### config.mk
export PLATFORM = sky130hd
export DESIGN_NAME = lcd_pwr_seq
export DESIGN_NICKNAME = d
export VERILOG_FILES = /design/src/rtl/lps_pkg.sv /design/src/rtl/lps_rst_sync.sv /design/src/rtl/lps_edge_det.sv /design/src/rtl/lps_frame_cnt.sv /design/src/rtl/lps_fsm.sv /design/src/rtl/lcd_pwr_seq.sv
export SDC_FILE = /design/constraint.sdc
export NUM_CORES = 1
export LEC_CHECK = 0
export BUFFER_PORTS_ARGS = -buffer_cell sky130_fd_sc_hd__buf_2
export CORE_MARGIN = 3
export CORE_UTILIZATION = 48
export DETAILED_ROUTE_END_ITERATION = 10
export HOLD_SLACK_MARGIN = 0.15
export PLACE_DENSITY_LB_ADDON = 0.08
export SLEW_MARGIN = 20
export SYNTH_ARGS = -nofsm -noshare
export SYNTH_HDL_FRONTEND = slang
export SYNTH_HIERARCHICAL = 1
export SYNTH_SLANG_ARGS = --single-unit
### constraint.sdc
create_clock -name clk -period 1.2 [get_ports clk]
set_clock_uncertainty 0.05 [all_clocks]
set_input_delay 0.06 -clock clk [delete_from_list [all_inputs] [get_ports clk]]
set_output_delay 0.06 -clock clk [all_outputs]
set_load 0.03 [all_outputs]
### src/rtl/lps_pkg.sv
package lps_pkg;
  typedef enum logic [1:0] {
    ST_IDLE   = 2'd0,
    ST_UPWAIT = 2'd1,
    ST_ON     = 2'd2,
    ST_DISCH  = 2'd3
  } lps_state_e;
endpackage

### src/rtl/lps_rst_sync.sv
module lps_rst_sync #(
  parameter int STAGES = 2
) (
  input  logic clk,
  input  logic rst_n,
  output logic rst_n_sync
);
  logic [STAGES-1:0] sync_q;

  always_ff @(posedge clk or negedge rst_n) begin
    if (!rst_n) sync_q <= '0;
    else        sync_q <= {sync_q[STAGES-2:0], 1'b1};
  end

  assign rst_n_sync = sync_q[STAGES-1];
endmodule

### src/rtl/lps_edge_det.sv
module lps_edge_det (
  input  logic clk,
  input  logic rst_n,
  input  logic level_i,
  output logic rise_o
);
  logic level_q;

  always_ff @(posedge clk or negedge rst_n) begin
    if (!rst_n) level_q <= 1'b0;
    else        level_q <= level_i;
  end

  assign rise_o = level_i & ~level_q;
endmodule

### src/rtl/lps_frame_cnt.sv
module lps_frame_cnt #(
  parameter int CNT_W  = 8,
  parameter int FRAMES = 128
) (
  input  logic clk,
  input  logic rst_n,
  input  logic run_i,
  input  logic tick_i,
  output logic done_o
);
  localparam logic [CNT_W-1:0] LAST = CNT_W'(FRAMES - 1);

  logic [CNT_W-1:0] cnt_q, cnt_d;
  logic             cnt_ce;

  always_comb begin
    cnt_ce = 1'b0;
    cnt_d  = cnt_q;
    if (!run_i) begin
      cnt_ce = (cnt_q != '0);
      cnt_d  = '0;
    end else if (tick_i) begin
      cnt_ce = 1'b1;
      cnt_d  = cnt_q + 1'b1;
    end
  end

  always_ff @(posedge clk or negedge rst_n) begin
    if (!rst_n)      cnt_q <= '0;
    else if (cnt_ce) cnt_q <= cnt_d;
  end

  assign done_o = run_i & tick_i & (cnt_q == LAST);
endmodule

### src/rtl/lps_fsm.sv
module lps_fsm
  import lps_pkg::*;
(
  input  logic       clk,
  input  logic       rst_n,
  input  logic       panel_en_i,
  input  logic       bias_off_i,
  input  logic       tick_i,
  input  logic       done_i,
  output logic       run_o,
  output logic       bias_en_o,
  output logic       sig_en_o,
  output logic       busy_o,
  output logic [1:0] state_o
);
  lps_state_e state_q, state_d;

  always_comb begin
    state_d = state_q;
    unique case (state_q)
      ST_IDLE:   if (panel_en_i) state_d = ST_UPWAIT;
      ST_UPWAIT: begin
        if (!panel_en_i)                state_d = ST_IDLE;
        else if (tick_i && !bias_off_i) state_d = ST_ON;
      end
      ST_ON:     if (!panel_en_i) state_d = ST_DISCH;
      ST_DISCH: begin
        if (panel_en_i)  state_d = ST_UPWAIT;
        else if (done_i) state_d = ST_IDLE;
      end
      default:   state_d = ST_IDLE;
    endcase
  end

  always_ff @(posedge clk or negedge rst_n) begin
    if (!rst_n) state_q <= ST_IDLE;
    else        state_q <= state_d;
  end

  assign run_o     = (state_q == ST_DISCH);
  assign busy_o    = (state_q == ST_DISCH);
  assign sig_en_o  = (state_q != ST_IDLE);
  assign bias_en_o = (state_q == ST_ON) & ~bias_off_i;
  assign state_o   = state_q;
endmodule

### src/rtl/lcd_pwr_seq.sv
module lcd_pwr_seq #(
  parameter int DISCHARGE_FRAMES = 128,
  parameter int RST_STAGES       = 2,
  localparam int CNT_W           = $clog2(DISCHARGE_FRAMES) + 1
) (
  input  logic       clk,
  input  logic       rst_n,
  input  logic       panel_en_i,
  input  logic       bias_off_i,
  input  logic       vnd_i,
  output logic       bias_en_o,
  output logic       sig_en_o,
  output logic       busy_o,
  output logic [1:0] state_o
);
  logic rst_n_int;
  logic frame_tick;
  logic cnt_run;
  logic cnt_done;

  lps_rst_sync #(.STAGES(RST_STAGES)) u_rst (
    .clk        (clk),
    .rst_n      (rst_n),
    .rst_n_sync (rst_n_int)
  );

  lps_edge_det u_edge (
    .clk     (clk),
    .rst_n   (rst_n_int),
    .level_i (vnd_i),
    .rise_o  (frame_tick)
  );

  lps_frame_cnt #(.CNT_W(CNT_W), .FRAMES(DISCHARGE_FRAMES)) u_cnt (
    .clk    (clk),
    .rst_n  (rst_n_int),
    .run_i  (cnt_run),
    .tick_i (frame_tick),
    .done_o (cnt_done)
  );

  lps_fsm u_fsm (
    .clk        (clk),
    .rst_n      (rst_n_int),
    .panel_en_i (panel_en_i),
    .bias_off_i (bias_off_i),
    .tick_i     (frame_tick),
    .done_i     (cnt_done),
    .run_o      (cnt_run),
    .bias_en_o  (bias_en_o),
    .sig_en_o   (sig_en_o),
    .busy_o     (busy_o),
    .state_o    (state_o)
  );
endmodule

Word level (Yosys, flattened, before mapping)

Cells that the tools add are included.

Register bits after elaboration: 13
Logic and storage cells: 38
Input port bits: 5

Add/sub/neg operators: 1
Reductions and logical operators: 7
Bitwise operators: 6
Eq/ne operators: 9
Multiplexer cells: 11

Operators by type and width:

| kind                | count |
|---|---|
| $mux 8              | 2 |
| $mux 2              | 6 |
| $add 8x1->8 const B | 1 |
| $eq 8x7->1 const B  | 1 |
| $pmux 2 s4          | 1 |
| $reduce_bool 8->1   | 1 |
| $ne 2x2->1 const B  | 3 |
| $and 1x1->1         | 4 |
| $eq 2x2->1 const B  | 2 |
| $reduce_and 4->1    | 1 |
| $ne 3x2->1 const B  | 1 |
| $ne 3x3->1 const B  | 1 |
| $eq 2x1->1 const B  | 1 |
| $logic_not 2->1     | 1 |
| $mux 1              | 2 |
| $not 1->1           | 2 |
| $reduce_and 2->1    | 1 |
| $reduce_bool 2->1   | 1 |
| $logic_and 1x1->1   | 1 |
| $logic_not 1->1     | 1 |

Longest topological paths before layout

Depth in word-level cells: 7
Gate-level depth with buffers: 7
Depth with buffers taken out: 6

Modules after synthesis

The synthesis kept the hierarchy.

Modules (own cells, without submodules):

| module        | area an instance (um^2) | cells an instance | times used | sequential area each (um^2) |
|---|---|---|---|---|
| lps_frame_cnt | 459.2                   | 47                | 1          | 200.2 |
| lps_fsm       | 131.4                   | 16                | 1          | 50.0 |
| lps_rst_sync  | 53.8                    | 3                 | 1          | 50.0 |
| lps_edge_det  | 38.8                    | 2                 | 1          | 25.0 |

Worst setup path before layout

OpenSTA, ideal clock, no wires.

Path kind: register to register
From: reg with a tool-made name
To: reg with a tool-made name
Slack: -652 ps
Data arrival time: 1675 ps
Stages on the path, launching flop included: 8
Path buffers: 1
Cell sequence: dfrtp_1 > and2_2 > buf_4 > nand4_2 > nor4_1 > o21ai_0 > nand2_1 > o21ai_0

Worst setup path in the final report

From: reg u_edge.level_q
To: reg u_cnt.cnt_q[7]

Longest elaborated chain between the ends: 5
Elaborated cells between the ends (all ways): 6
Those cells by class: eq/ne: 1; mux: 2; bitwise: 2; reduce/logical: 1

Ends and longest elaborated chain:

| element                             | line                | source |
|---|---|---|
| start, declared                     | lps_edge_det.sv:7   | `logic level_q;` |
| start signal, assigned              | lps_edge_det.sv:11  | `else level_q <= level_i;` |
| $not 1->1 *                         | lps_edge_det.sv:14  | `assign rise_o = level_i & ~level_q;` |
| $and 1x1->1 *                       | lps_edge_det.sv:14  |  |
| net frame_tick                      | lcd_pwr_seq.sv:17   | `logic frame_tick;` |
| $mux 1                              | lps_frame_cnt.sv:22 | `end else if (tick_i) begin` |
| $mux 1                              | lps_frame_cnt.sv:19 | `if (!run_i) begin` |
| $reduce_and 2->1 (no source line) * | --                  |  |
| end signal, assigned                | lps_frame_cnt.sv:30 | `else if (cnt_ce) cnt_q <= cnt_d;` |
| end, declared                       | lps_frame_cnt.sv:13 | `logic [CNT_W-1:0] cnt_q, cnt_d;` |

The timed path passes the listed nets; every way through them passes the cells marked *.
A chain may end at the register's enable or synchronous reset.

==> results.cfg <==
[floorplanning]
boundaryPins = 10
chipHeight_um = 43.7
initial_core_util_pct = 56.2
placeableCoreArea_mm2 = 0.00122
die_ar_mm2 = 0.00191
rows = 12
die_wd_um = 43.7

[global_routing]
grt_antenna_before_repair = 0
wire_length_of_the_first_global_routing_pass_um = 3210
total_gr_overflow = 0
track_usage_pct = 22.7
grt_pass1_vias = 664
grt_max_degree = 12

[worst_setup_path]
cp-start-kind = flip-flop
timing_worst_setup_path_type = reg2reg
cp.arrival_ns = 1.61
crit_path_cell_trace = nor2b_4 -> nand4_4 -> buf_6 -> o311ai_4 -> o41ai_2
critical_path.top_delay_family = compound AO/OA/AOI/OAI gates
reg2reg_setup_slack_ns = -0.30
ff2ff_path_depth = 5
cp_max_fo = 3
crit_cells = 5
timing.critical_path.slowest_cell_delay_ns = 0.41
crit_slowest_cell = sky130_fd_sc_hd__dfrtp_1
critical_path.endpoint_type = flip-flop
cp_data_required_time_ns = 1.31
critPathBufInv = 1

[final_layout]
final_cell_area_mm2 = 0.00115
final_layout_size_suffix_gt1_share_pct = 52.3
nNetsFinal = 117
fillers = 34
antenna_cells_inserted = 0
flow.area_growth_from_synthesis_pct = 68.5
final_core_utilization_pct = 94.7

[timing]
hold_viol_final = 0
final_critical_path_setup_slack_ns = -0.304
max_freq_ghz = 0.665
min_period_over_period_pct = 125
grt_setup_unrepaired = true
finalMaxSlewViolations = 0
finalCriticalPeriod_ns = 1.50
final_setup_fails = 12

[synthesis]
netlist_top_cells_count = sky130_fd_sc_hd__dfrtp_1 (13), sky130_fd_sc_hd__a21oi_1 (5), sky130_fd_sc_hd__o21ai_0 (5)
yosysUniqueCellTypes = 29
synth_enable_flop_cells = 0
yosysTopAreaCell = sky130_fd_sc_hd__dfrtp_1
synth_top_cell_area_share_pct = 47.6
synth-seq-area-share_pct = 47.6
synth_nets = 75
synth.most_common_cell = sky130_fd_sc_hd__dfrtp_1
post_synthesis_register_bit_count = 13
prevailing_post_synth_register_cell = sky130_fd_sc_hd__dfrtp_1
synth_cells = 68
postSynth.asyncResetShare_pct = 100
synthTopCellsByArea = sky130_fd_sc_hd__dfrtp_1 (48%), sky130_fd_sc_hd__xnor2_1 (3.8%), sky130_fd_sc_hd__a21oi_1 (3.7%)
mappedNetlistArea_um2 = 683
yosysWarnings = 6
syn_avg_cell_area_um2 = 10.0

[drt]
detail_route.first_pass.iterations = 4
detail_route.wirelength_um = 2690
wire_per_inst_um = 21.8
drt.antenna.violating_nets = 0
initial_drc_count = 43
detail_route.drc_violations = 0
via_per_inst = 6.23
via_count = 766

[placed_design]
gpl.final_weighted_congestion = 0.718
port_buffers = 9
post-dp-hpwl_um = 1100
dpl_cell_area_um2 = 845

[run]
max_cap_viol_count = 0

[power]
power.share.clock_pct = 21.7
power_frac_seq_pct = 38.4
swShare_pct = 33.5
internal_power_uw = 884
p_comb_share_pct = 39.9
switching_power_uw = 446
irDropWorstVdd_mv = 0.958
power_per_cell_area_mw_per_mm2 = 1150
p_leak_nw = 0.519

[clocking]
cts_inserted_buffers = 3
max-clock-path-buffers = 2
worstSkewPairLatency_ns = 0.28
tritoncts_num_sinks = 13
clkTransAtPathRegs_ns = 0.09
root_buffer = sky130_fd_sc_hd__clkbuf_4
clock_tree.htree_level_count = 1
cts_tree = yes

[run_status]
failed_checks = negative setup slack
outcome = complete, but fails checks

[hold_path]
hold_crit_path_type = reg2async
-- what timing repair did --
item / CTS / global route
hold endpoints to repair: 16 / 2
pin swaps: 16 / 6
buffers inserted: 6 / 7
gates cloned: 0 / 0
hold buffers: 3 / 2
endpoints found under the setup margin: 12 / 15
resized for setup: 21 / 13
-- area by class of cell --
type,instances,area (um2),share of cell area [%]
multi-input cells,49,423,36.7
repair buffers,40,344,29.9
flip-flops and latches,13,329,28.6
clock buffers,4,26.3,2.28
well taps,14,17.5,1.52
inverters,3,11.3,0.978
-- path summary, 6_finish.rpt --
check                                  endpoint             from
worst min register to register   u_edge/level_q  u_rst/sync_q[1]
max in group asynchronous       u_rst/sync_q[0]            rst_n
min in group clk                 u_cnt/cnt_q[6]            vnd_i
worst max-delay path             u_cnt/cnt_q[7]   u_edge/level_q
worst max register to register   u_cnt/cnt_q[7]   u_edge/level_q
worst min-delay path             u_edge/level_q  u_rst/sync_q[1]
-- state kept, by name (all words and copies together), names as in the netlist, named ones only --
name / cells
u_rst/sync_q: 2
u_cnt/cnt_q: 8
u_fsm/state_o: 1
u_edge/level_q: 1
-- placed cells by master (no fill, tap or decap), types with 2 or more instances in the layout --
cell type / instances
sky130_fd_sc_hd__a21oi_1: 4
sky130_fd_sc_hd__xnor2_1: 3
sky130_fd_sc_hd__dfrtp_1: 10
sky130_fd_sc_hd__inv_1: 3
sky130_fd_sc_hd__nand4_1: 3
sky130_fd_sc_hd__dfrtp_2: 3
sky130_fd_sc_hd__dlygate4sd3_1: 5
sky130_fd_sc_hd__and2_1: 3
sky130_fd_sc_hd__nand2_1: 2
sky130_fd_sc_hd__or3_1: 2
sky130_fd_sc_hd__nand2b_1: 2
sky130_fd_sc_hd__buf_2: 4
sky130_fd_sc_hd__o21ai_2: 2
sky130_fd_sc_hd__nand3b_1: 3
sky130_fd_sc_hd__o21ai_0: 2
sky130_fd_sc_hd__o21ai_1: 2
sky130_fd_sc_hd__buf_4: 20
sky130_fd_sc_hd__buf_6: 11
sky130_fd_sc_hd__clkbuf_4: 3
sky130_fd_sc_hd__nand3_2: 2
-- metal layers --
| metal | up-vias | part of all wire, % | wire [um] | global-route usage (%) |
|---|---|---|---|---|
| li1 | 325 | - | - | - |
| met1 | 372 | 38 | 1020 | 31.3 |
| met2 | 52 | 51 | 1360 | 36.9 |
| met3 | 17 | 7.2 | 193 | 3.73 |
| met4 | 0 | 4.2 | 114 | 6.02 |
| met5 | - | 0 | 0 | 0 |
-- power groups by stage --
stage,sequential [mW],clock [mW],combinational [mW]
final,0.510,0.288,0.531
after global routing,0.517,0.317,0.566
after CTS,0.505,0.277,0.374
after detailed placement,0.512,0,0.299
after global placement,0.509,0,0.292
after floorplan,0.534,0,0.148
-- kinds of logic after synthesis --
kind of cell	synth area share, %
flip-flops	47.6
AND/OR/NAND/NOR	26.7
adder cells (fa/ha/maj)	3.66
other	0.549
XOR/XNOR	3.85
buffers and inverters	4.94
AO/OA/AOI/OAI	12.6
-- per-stage QoR --
step | hold WS, ns | std cells | setup TNS [ns] | setup slack (ns) | power (mW)
global placement | -0.203 | 101 | -1.15 | -0.252 | 0.802
finish | 0.137 | 123 | -2.60 | -0.304 | 1.33
floorplan | -0.286 | 68 | -2.27 | -0.353 | 0.682
detailed placement | -0.204 | 101 | -1.42 | -0.275 | 0.811
CTS | 0.00666 | 114 | -1.20 | -0.159 | 1.16
global route | 0.178 | 123 | -3.38 | -0.403 | 1.40
Note: power is estimated with default switching activity, not from simulation.
